$ cat src/rtl/rsf_pkg.sv
package rsf_pkg;

    typedef enum logic [2:0] {
        TX_PASS     = 3'd0,
        TX_LF_RF    = 3'd1,
        TX_LF_IDLE  = 3'd2,
        TX_RF_QUIET = 3'd3,
        TX_RESUME   = 3'd4
    } tx_state_e;

    localparam logic [1:0] FLT_NONE   = 2'b00;
    localparam logic [1:0] FLT_REMOTE = 2'b10;

    localparam logic [7:0] CH_IDLE   = 8'h07;
    localparam logic [7:0] CH_START  = 8'hFB;
    localparam logic [7:0] CH_TERM   = 8'hFD;
    localparam logic [7:0] CH_ERR    = 8'hFE;
    localparam logic [7:0] CH_SIGNAL = 8'h9C;
    localparam logic [7:0] CH_ZERO   = 8'h00;
    localparam logic [7:0] CH_RFCODE = 8'h02;

endpackage

$ cat src/rtl/rsf_col_const.sv
module rsf_col_const
    import rsf_pkg::*;
#(
    parameter int LANES = 4
) (
    output logic [8*LANES-1:0] idle_d,
    output logic [LANES-1:0]   idle_c,
    output logic [8*LANES-1:0] rf_d,
    output logic [LANES-1:0]   rf_c,
    output logic [8*LANES-1:0] cut_d,
    output logic [LANES-1:0]   cut_c
);

    for (genvar l = 0; l < LANES; l++) begin : g_lane
        assign idle_d[8*l +: 8] = CH_IDLE;
        assign idle_c[l]        = 1'b1;
        assign cut_c[l]         = 1'b1;

        if (l == 0) begin : g_first
            assign rf_d[8*l +: 8]  = CH_SIGNAL;
            assign rf_c[l]         = 1'b1;
            assign cut_d[8*l +: 8] = CH_ERR;
        end else begin : g_rest
            assign rf_d[8*l +: 8]  = (l == LANES-1) ? CH_RFCODE : CH_ZERO;
            assign rf_c[l]         = 1'b0;
            assign cut_d[8*l +: 8] = (l == 1) ? CH_TERM : CH_IDLE;
        end
    end

endmodule

$ cat src/rtl/rsf_tx_ctrl.sv
module rsf_tx_ctrl
    import rsf_pkg::*;
#(
    parameter int LANES = 4,
    localparam int DW   = 8*LANES
) (
    input  logic             clk,
    input  logic             rst_n,
    input  logic [1:0]       fault_code,
    input  logic [DW-1:0]    mac_txd,
    input  logic [LANES-1:0] mac_txc,
    input  logic [DW-1:0]    idle_d,
    input  logic [LANES-1:0] idle_c,
    input  logic [DW-1:0]    rf_d,
    input  logic [LANES-1:0] rf_c,
    input  logic [DW-1:0]    cut_d,
    input  logic [LANES-1:0] cut_c,
    output logic [DW-1:0]    phy_txd,
    output logic [LANES-1:0] phy_txc
);

    tx_state_e        state_q, state_d;
    logic             open_q, open_d;
    logic [DW-1:0]    out_d;
    logic [LANES-1:0] out_c;

    logic is_local, is_remote;
    logic mac_start, mac_term, mac_all_idle;

    assign is_local  = fault_code[0];
    assign is_remote = (fault_code == FLT_REMOTE);
    assign mac_start = mac_txc[0] && (mac_txd[7:0] == CH_START);

    always_comb begin
        mac_term     = 1'b0;
        mac_all_idle = 1'b1;
        for (int l = 0; l < LANES; l++) begin
            if (mac_txc[l] && mac_txd[8*l +: 8] == CH_TERM) mac_term = 1'b1;
            if (!mac_txc[l] || mac_txd[8*l +: 8] != CH_IDLE) mac_all_idle = 1'b0;
        end
    end

    // next state and next column
    always_comb begin
        state_d = state_q;
        out_d   = idle_d;
        out_c   = idle_c;
        unique case (state_q)
            TX_PASS: begin
                if (is_local) begin
                    out_d   = open_q ? cut_d : rf_d;
                    out_c   = open_q ? cut_c : rf_c;
                    state_d = open_q ? TX_LF_RF : TX_LF_IDLE;
                end else if (is_remote) begin
                    out_d   = open_q ? cut_d : idle_d;
                    out_c   = open_q ? cut_c : idle_c;
                    state_d = TX_RF_QUIET;
                end else begin
                    out_d = mac_txd;
                    out_c = mac_txc;
                end
            end
            TX_LF_RF: begin
                if (is_local) begin
                    out_d   = rf_d;
                    out_c   = rf_c;
                    state_d = TX_LF_IDLE;
                end else if (is_remote) begin
                    state_d = TX_RF_QUIET;
                end else begin
                    state_d = TX_RESUME;
                end
            end
            TX_LF_IDLE: begin
                if (is_local)       state_d = TX_LF_RF;
                else if (is_remote) state_d = TX_RF_QUIET;
                else                state_d = TX_RESUME;
            end
            TX_RF_QUIET: begin
                if (is_local) begin
                    out_d   = rf_d;
                    out_c   = rf_c;
                    state_d = TX_LF_IDLE;
                end else if (!is_remote) begin
                    state_d = TX_RESUME;
                end
            end
            TX_RESUME: begin
                if (is_local) begin
                    out_d   = rf_d;
                    out_c   = rf_c;
                    state_d = TX_LF_IDLE;
                end else if (is_remote) begin
                    state_d = TX_RF_QUIET;
                end else if (mac_all_idle) begin
                    out_d   = mac_txd;
                    out_c   = mac_txc;
                    state_d = TX_PASS;
                end
            end
            default: state_d = TX_PASS;
        endcase
    end

    always_comb begin
        if (state_q == TX_PASS && state_d == TX_PASS)
            open_d = mac_start ? !mac_term : (open_q && !mac_term);
        else
            open_d = 1'b0;
    end

    // state register
    always_ff @(posedge clk or negedge rst_n) begin
        if (!rst_n) begin
            state_q <= TX_PASS;
            open_q  <= 1'b0;
        end else begin
            state_q <= state_d;
            open_q  <= open_d;
        end
    end

    // output register
    always_ff @(posedge clk or negedge rst_n) begin
        if (!rst_n) begin
            phy_txd <= {LANES{CH_IDLE}};
            phy_txc <= '1;
        end else begin
            phy_txd <= out_d;
            phy_txc <= out_c;
        end
    end

endmodule

$ cat src/rtl/rsf_rx_gate.sv
module rsf_rx_gate
    import rsf_pkg::*;
#(
    parameter int LANES = 4,
    localparam int DW   = 8*LANES
) (
    input  logic             clk,
    input  logic             rst_n,
    input  logic [1:0]       fault_code,
    input  logic [DW-1:0]    phy_rxd,
    input  logic [LANES-1:0] phy_rxc,
    input  logic [DW-1:0]    idle_d,
    input  logic [LANES-1:0] idle_c,
    output logic [DW-1:0]    mac_rxd,
    output logic [LANES-1:0] mac_rxc,
    output logic             link_up
);

    logic link_sig, no_fault;

    assign no_fault = (fault_code == FLT_NONE);
    assign link_sig = (phy_rxc == LANES'(1)) && (phy_rxd[7:0] == CH_SIGNAL);

    always_ff @(posedge clk or negedge rst_n) begin
        if (!rst_n) begin
            mac_rxd <= {LANES{CH_IDLE}};
            mac_rxc <= '1;
            link_up <= 1'b0;
        end else begin
            link_up <= no_fault;
            if (!no_fault || link_sig) begin
                mac_rxd <= idle_d;
                mac_rxc <= idle_c;
            end else begin
                mac_rxd <= phy_rxd;
                mac_rxc <= phy_rxc;
            end
        end
    end

endmodule

$ cat src/rtl/rsf_fault_response.sv
module rsf_fault_response
    import rsf_pkg::*;
#(
    parameter int LANES = 4
) (
    input  logic                 clk,
    input  logic                 rst_n,
    input  logic [1:0]           fault_code,
    input  logic [8*LANES-1:0]   mac_txd,
    input  logic [LANES-1:0]     mac_txc,
    output logic [8*LANES-1:0]   phy_txd,
    output logic [LANES-1:0]     phy_txc,
    input  logic [8*LANES-1:0]   phy_rxd,
    input  logic [LANES-1:0]     phy_rxc,
    output logic [8*LANES-1:0]   mac_rxd,
    output logic [LANES-1:0]     mac_rxc,
    output logic                 link_up
);

    localparam int DW = 8*LANES;

    logic [DW-1:0]    idle_d, rf_d, cut_d;
    logic [LANES-1:0] idle_c, rf_c, cut_c;

    rsf_col_const #(.LANES(LANES)) u_const (
        .idle_d(idle_d), .idle_c(idle_c),
        .rf_d(rf_d),     .rf_c(rf_c),
        .cut_d(cut_d),   .cut_c(cut_c)
    );

    rsf_tx_ctrl #(.LANES(LANES)) u_tx (
        .clk(clk), .rst_n(rst_n), .fault_code(fault_code),
        .mac_txd(mac_txd), .mac_txc(mac_txc),
        .idle_d(idle_d), .idle_c(idle_c),
        .rf_d(rf_d), .rf_c(rf_c),
        .cut_d(cut_d), .cut_c(cut_c),
        .phy_txd(phy_txd), .phy_txc(phy_txc)
    );

    rsf_rx_gate #(.LANES(LANES)) u_rx (
        .clk(clk), .rst_n(rst_n), .fault_code(fault_code),
        .phy_rxd(phy_rxd), .phy_rxc(phy_rxc),
        .idle_d(idle_d), .idle_c(idle_c),
        .mac_rxd(mac_rxd), .mac_rxc(mac_rxc),
        .link_up(link_up)
    );

endmodule

$ cat config.mk
export PLATFORM = sky130hd
export DESIGN_NAME = rsf_fault_response
export DESIGN_NICKNAME = d
export VERILOG_FILES = /design/src/rtl/rsf_pkg.sv /design/src/rtl/rsf_col_const.sv /design/src/rtl/rsf_tx_ctrl.sv /design/src/rtl/rsf_rx_gate.sv /design/src/rtl/rsf_fault_response.sv
export SDC_FILE = /design/constraint.sdc
export NUM_CORES = 1
export LEC_CHECK = 0
export BUFFER_PORTS_ARGS = -buffer_cell sky130_fd_sc_hd__buf_2
export CORE_AREA = 5 5 85 87
export DETAILED_ROUTE_END_ITERATION = 12
export DIE_AREA = 0 0 90 92
export GPL_TIMING_DRIVEN = 0
export HOLD_SLACK_MARGIN = 0.05
export PLACE_DENSITY = 0.94
export SLEW_MARGIN = 10
export SYNTH_ARGS = -nofsm -noshare
export SYNTH_HDL_FRONTEND = slang
export SYNTH_SLANG_ARGS = --single-unit
$ cat constraint.sdc
create_clock -name clk -period 3.6 [get_ports clk]
set_input_delay 0.36 -clock clk [delete_from_list [all_inputs] [get_ports clk]]
set_output_delay 0.36 -clock clk [all_outputs]
set_load 0.005 [all_outputs]
==> results.py, run 1 <==
metrics = {
    "routing": {
        "drcViolationCount": 0,
        "dr.pass1.iters": 4,
        "finalWirelength_um": 8120,
        "wire_per_inst_um": 16.5,
        "wl_met2_um": 4240,
        "route.met3.wl_um": 539,
        "met1Wirelength_um": 3120,
        "drtIter0Drc": 133,
        "ant_nets": 0,
        "num_vias": 2530,
        "routed_via_density": 5.14,
        "top_layer_used": "met4",
    },
    "setup_path": {
        "critical_path_class": "flip-flop to flip-flop",
        "worstSetupEndpointType": "flip-flop",
        "rr_worst_depth": 6,
        "cp.arrival_ns": 1.95,
        "cp_max_fo": 9,
        "startpoint_type": "flip-flop",
        "critPathRequiredTime_ns": 3.85,
    },
    "global_routing": {
        "track_usage": 0.193,
        "grt_pass1_vias": 2538,
        "antenna_found_initial": 0,
        "grt_overflow": 0,
        "grt_start_max_net_pins": 55,
        "grt_pass1_wl_um": 12700,
    },
    "logic_synthesis": {
        "synth_fp_nets": 326,
        "syn_inst": 250,
        "synth_edf_count": 0,
        "synth_flop_cell": "dfrtp_1",
        "ys_types": 41,
        "synthArstFlopShare": 1.00,
        "yosysSeqAreaShare": 0.654,
        "ys_warn_count": 0,
        "avgSynthCellArea_um2": 12.0,
        "synth-seq-cells": 77,
        "synth.cell_area_um2": 3010,
    },
    "timing": {
        "rsz0062_at_grt": "false",
        "worst_slew_pin_slew_ns": 0.552,
        "max_slew_margin": 0.632,
        "tns_ns": 0,
        "post-route-period-util": 0.474,
        "max_freq_mhz": 586,
        "skew_ns": 0.00749,
        "slew_viol_final": 0,
        "finalHoldViolations": 0,
        "setup-violations-final": 0,
        "layout_min_cycle_time_ns": 1.71,
        "hold_ws_ns": 0.207,
    },
    "power_and_ir_drop": {
        "p_leak_nw": 2.07,
        "ir_drop_uv": 289,
        "p_per_area_nw_per_um2": 472,
    },
    "cts": {
        "cts_resized": 0,
        "cts_root_buf": "clkbuf_8",
        "htreeDepth": 3,
        "cts_tree": "built",
        "clockBufferDepth": 2,
        "clock_latency_ns": 0.34,
        "clk_pin_slew_ns": 0.08,
        "numCtsBuffers": 9,
        "clock_sinks": 77,
    },
    "placement": {
        "dpl.hpwl_um": 6280,
        "place_area_um2": 3870,
        "place_congestion": 0.870,
        "portBuffers": 147,
    },
    "run": {
        "maxCapViolCount": 0,
    },
    "layout": {
        "final_common_cell": "buf_2",
        "layout.nets": 486,
        "layout-drive-gt1-share": 0.518,
        "mostFrequentLayoutCells": "buf_2 (155), dfrtp_1 (45), dfstp_2 (32), and2_1 (20), nor2_1 (15)",
        "area_delta_synth_final_pct": 35.1,
        "diodes": 0,
        "stdcell_area_um2": 4070,
    },
    "floorplan": {
        "design.core.area_um2": 6280,
        "ios": 149,
        "start_util": 0.479,
        "placementRows": 29,
        "dieHeight_um": 92,
        "die_x_um": 90,
        "dieArea_um2": 8280,
    },
    "outcome": {
        "status": "complete, no violations",
    },
    "worst_hold_path": {
        "holdPathStages": 2,
        "hold_path_class": "input pin to flip-flop",
    },
}
[cells by family (layout without fill, tap and decap cells)]
family                 count (synthesis)  in the layout  share of synthesized area
buffers and inverters                 22            187                     0.0387
and+or+nand+nor                      109            109                      0.219
DFF                                   77             77                      0.654
muxes                                  1              1                    0.00333
AOI/OAI and AO/OA                     41             41                     0.0852
[synthesized netlist by cell type (5+ instances only)]
cell       n  area, um2
a21oi_1   10       50.1
and2_1    20        125
and3_1     8       50.1
buf_2      9       45.0
dfrtp_1   45       1130
dfstp_2   32        841
inv_1      6       22.5
nand2_1    5       18.8
nand2b_1  14       87.6
nand3_1    5       25.0
nand4_1    5       31.3
nor2_1    15       56.3
nor3_1    11       55.1
o21ai_1   13       65.1
or3_1      7       43.8
[worst max-delay path, cell delays in order (launching register included)]
cell     delay, ns
dfrtp_1       0.36
buf_2         0.16
or3_1         0.35
buf_2         0.17
nor3_4        0.26
a21oi_1       0.07
nor3_1        0.24
[power by group]
| group | total (mW) | switching (mW) | internal [mW] |
|---|---|---|---|
| Combinational | 0.320 | 0.177 | 0.143 |
| Clock | 0.601 | 0.312 | 0.289 |
| Sequential | 0.999 | 0.0217 | 0.977 |
| Total | 1.92 | 0.511 | 1.41 |
[stage by stage]
| stage | std cells | total power, mW | setup slack [ns] | util |
|---|---|---|---|---|
| 2_1_floorplan | 250 | 1.16 | 2.06 | - |
| 3_3_place_gp | 474 | 1.32 | 1.80 | 0.612 |
| 3_5_place_dp | 475 | 1.34 | 1.84 | 0.617 |
| 4_1_cts | 492 | 1.94 | 1.95 | 0.648 |
| 5_1_grt | 492 | 2.02 | 1.87 | 0.648 |
| 6_report | 492 | 1.92 | 1.89 | 0.648 |
[layout make-up]
type	count	area, um2
Buffer	15	90.1
Sequential cell	77	1970
Inverter	7	26.3
Fill cell	488	2210
Multi-Input combinational cell	151	926
Clock buffer	10	149
Tap cell	77	96.3
Timing Repair Buffer	149	776
Clock inverter	6	35.0
[worst paths after layout]
| path | from | endpoint | slack, ns |
|---|---|---|---|
| max in group asynchronous | rst_n | u_tx.phy_txc[0] | 2.52 |
| min in group asynchronous | rst_n | u_rx.mac_rxd[30] | 0.46 |
| min | phy_rxd[25] | u_rx.mac_rxd[25] | 0.21 |
| max | u_tx.state_q[0] | u_tx.phy_txd[15] | 1.89 |
| min reg2reg | u_tx.open_q | u_tx.state_q[0] | 0.63 |
| max reg2reg | u_tx.state_q[0] | u_tx.phy_txd[15] | 1.89 |
[per-layer routing]
metal,GRT usage,up-vias
li1,-,1187
met1,0.236,1199
met2,0.319,118
met3,0.0540,26
met4,0.0868,0
met5,0,-
[flip-flops by register name (all words and copies together), names as in the netlist]
signal and flops:
u_tx.state_q 3, u_tx.phy_txc 4, u_rx.link_up 1, u_rx.mac_rxd 32, u_tx.open_q 1, u_rx.mac_rxc 4
u_tx.phy_txd 32
[timing repair]
item,in CTS,in global routing
hold buffers,1,0
hold endpoints to repair,20,0
setup buffers,0,0
Note: power is estimated with default switching activity, not from simulation.
==> inputs of run 2 (changes only) <==
--- a/config.mk
+++ b/config.mk
@@ -5,13 +5,14 @@
 export SDC_FILE = /design/constraint.sdc
 export NUM_CORES = 1
 export LEC_CHECK = 0
+export ABC_AREA = 1
 export BUFFER_PORTS_ARGS = -buffer_cell sky130_fd_sc_hd__buf_2
-export CORE_AREA = 5 5 85 87
+export CORE_AREA = 5 5 89 91
 export DETAILED_ROUTE_END_ITERATION = 12
-export DIE_AREA = 0 0 90 92
+export DIE_AREA = 0 0 94 96
 export GPL_TIMING_DRIVEN = 0
 export HOLD_SLACK_MARGIN = 0.05
-export PLACE_DENSITY = 0.94
+export PLACE_DENSITY = 0.89
 export SLEW_MARGIN = 10
 export SYNTH_ARGS = -nofsm -noshare
 export SYNTH_HDL_FRONTEND = slang
==> constraint.sdc (replaced) <==
create_clock -name clk -period 1.7 [get_ports clk]
set_input_delay 0.17 -clock clk [delete_from_list [all_inputs] [get_ports clk]]
set_output_delay 0.17 -clock clk [all_outputs]
set_load 0.005 [all_outputs]
==> run 2 against run 1 <==
Worst setup slack worse by 1.8 ns. Core utilization grew 1.5 points. Largest cell class unchanged. Clock skew rose by 0.0036 ns. Critical endpoint is now u_rx.mac_rxd[24].
==> results.py, run 2 <==
metrics = {
    "layout": {
        "multi_input_area_um2": 883,
        "final_common_cell": "buf_2",
        "layout-drive-gt1-share": 0.382,
        "diodes": 0,
        "nFillCells": 541,
        "area_delta_synth_final_pct": 48.7,
        "top_regs": "u_rx.mac_rxd: 32 flops, u_tx.phy_txd: 32 flops",
        "mostFrequentLayoutCells": "buf_2 (151), nand2_1 (84), inv_1 (66), nor2_1 (56), dfrtp_1 (45)",
        "layout.nets": 630,
        "ff_latch_area_um2": 1970,
    },
    "setup_path": {
        "startpoint_type": "input pin",
        "r2r-start": "u_tx.state_q[1]",
        "r2r_setup_slack_ns": 0.38,
        "cp_max_fo": 10,
        "critPathLaunch": "phy_rxd[6]",
        "critPathRequiredTime_ns": 1.96,
        "cp_slowest_cell": "dlygate4sd3_1",
        "rr_worst_depth": 6,
        "path_cells": "dlygate4sd3_1 -> buf_2 -> nor4_1 -> nand3_1 -> nand2_1 -> inv_2 -> buf_2 -> nand2_1",
        "cp.arrival_ns": 1.91,
        "critical_path_class": "input pin to flip-flop",
        "max_stage_delay_ns": 0.54,
        "worstSetupEndpointType": "flip-flop",
    },
    "cts": {
        "numCtsBuffers": 9,
        "cts_root_buf": "clkbuf_8",
        "clock_latency_ns": 0.34,
        "cts_tree": "built",
        "htreeDepth": 3,
        "clk_pin_slew_ns": 0.09,
        "clockBufferDepth": 2,
        "post_cts_buffers": 0,
        "cts_resized": 0,
        "clock_sinks": 77,
        "cts_hold_buf": 40,
    },
    "logic_synthesis": {
        "avgSynthCellArea_um2": 8.88,
        "yosysSeqAreaShare": 0.626,
        "ys_warn_count": 0,
        "synthArstFlopShare": 1.00,
        "ys_top_cells_by_area": "dfrtp_1 (36%), dfstp_2 (27%), nand2_1 (10%)",
        "syn_inst": 354,
        "synth_most_common_cell": "nand2_1",
        "synth-seq-cells": 77,
        "synth_edf_count": 0,
        "ys_top_cells_by_count": "nand2_1 (84), inv_1 (66), nor2_1 (56)",
        "synth_fp_nets": 430,
        "ys_types": 22,
        "synth.largest_area_cell": "dfrtp_1",
        "synth_top_area_share": 0.358,
        "synth_flop_cell": "dfrtp_1",
        "synth.cell_area_um2": 3140,
    },
    "power_and_ir_drop": {
        "finalPower_mw": 5.29,
        "p_leak_nw": 2.60,
        "power.switching_mw": 1.55,
        "sequentialPowerShare": 0.444,
        "ir_drop_uv": 573,
        "p_clk_frac": 0.308,
        "pwr-share-comb": 0.248,
        "p_per_area_nw_per_um2": 1130,
        "intPower_mw": 3.74,
        "switching_share": 0.294,
    },
    "global_routing": {
        "grt_overflow": 0,
        "top_usage_layer": "met2",
        "grtUsageMet1": 0.254,
        "antenna_found_initial": 0,
        "grt.met2_usage": 0.410,
        "grt_pass1_vias": 3231,
        "grt_pass1_wl_um": 15800,
        "grt_start_max_net_pins": 60,
        "track_usage": 0.232,
        "grtUsageMet3": 0.0852,
    },
    "timing": {
        "max_slew_margin": 0.744,
        "slew_viol_final": 0,
        "max_freq_mhz": 608,
        "post-route-period-util": 0.967,
        "skew_ns": 0.0110,
        "setup-violations-final": 0,
        "finalHoldViolations": 0,
        "worst_slew_pin_slew_ns": 0.381,
        "tns_ns": 0,
        "rsz0062_at_grt": "false",
        "layout_min_cycle_time_ns": 1.64,
    },
    "routing": {
        "num_vias": 3105,
        "drcViolationCount": 0,
        "ant_nets": 0,
        "finalWirelength_um": 10200,
        "wire_per_inst_um": 15.5,
        "drtIter0Drc": 159,
        "routed_via_density": 4.73,
        "dr.pass1.iters": 4,
    },
    "floorplan": {
        "die_x_um": 94,
        "placementRows": 31,
        "design.core.area_um2": 7060,
        "dieHeight_um": 96,
        "start_util": 0.445,
        "ios": 149,
        "dieArea_um2": 9020,
    },
    "worst_hold_path": {
        "hold_path_class": "input pin to flip-flop",
        "holdPathStages": 3,
        "min_from": "mac_txd[21]",
    },
    "outcome": {
        "status": "complete, no violations",
    },
    "run": {
        "maxCapViolCount": 0,
    },
    "placement": {
        "portBuffers": 148,
        "place_congestion": 0.894,
        "dpl.hpwl_um": 6850,
    },
}
==> run 2: cell types whose count changed in the layout (fill, tap and decap cells not counted), moves of 8 or more <==
cell	change
nand2_1	+79
dlygate4sd3_1	+39
and2_1	-20
nand3_1	+10
nor3_1	-10
inv_1	+60
o21ai_1	-13
o21ai_0	+11
and3_1	-8
nand2b_1	-14
nor2_1	+41
==> run 2: path summary, 6_finish.rpt <==
check / endpoint
hold / removal: u_tx.phy_txd[21]
setup / recovery: u_rx.mac_rxd[24]
setup reg to reg: u_tx.open_q
hold reg to reg: u_tx.state_q[2]
max in group asynchronous: u_rx.mac_rxd[9]
min in group asynchronous: u_tx.phy_txd[28]
==> run 2: cells by family (layout without fill, tap and decap cells) <==
kind of cell,count (synthesis),count (layout),share of synthesized area
simple gates,171,171,0.228
flops,77,77,0.626
buf+inv,76,280,0.0935
compound gates,30,30,0.0529
==> run 2: cell type report <==
cell class,instances,share of cell area
flip-flops and latches,77,0.421
repair buffers,189,0.250
multi-input cells,201,0.189
inverters,70,0.0562
clock buffers,9,0.0265
well taps,99,0.0265
clock inverters,6,0.0241
plain buffers,6,0.00669
==> run 2: routing by layer <==
metal	share of wire	vias to the layer above	wire length (um)
li1	-	1460	-
met1	0.37	1454	3750
met2	0.50	167	5080
met3	0.11	24	1070
met4	0.026	0	266
met5	0	-	0
==> run 2: through the flow <==
stage / util / area [um2] / hold slack (ns) / worst slack (ns) / std cells
floorplan: - / 3140 / -0.126 / 0.569 / 354
global placement: 0.568 / 4010 / 0.362 / 0.0504 / 601
detailed placement: 0.572 / 4040 / 0.0752 / 0.385 / 602
CTS: 0.662 / 4680 / 0.0561 / 0.211 / 657
global route: 0.662 / 4680 / 0.0556 / 0.0760 / 657
finish: 0.662 / 4680 / 0.0757 / 0.0556 / 657
==> run 2: power groups by stage <==
stage / clock (mW) / combinational [mW] / sequential (mW)
finish: 1.63 / 1.31 / 2.35
global route: 1.75 / 1.47 / 2.38
CTS: 1.67 / 1.31 / 2.35
detailed placement: 0 / 1.23 / 2.38
global placement: 0 / 1.18 / 2.38
floorplan: 0 / 0.578 / 2.41
==> run 2: worst max-delay path, delay by kind of cell <==
family,cells,cell delay [ns]
simple gates,4,0.80
buf+inv,4,0.95
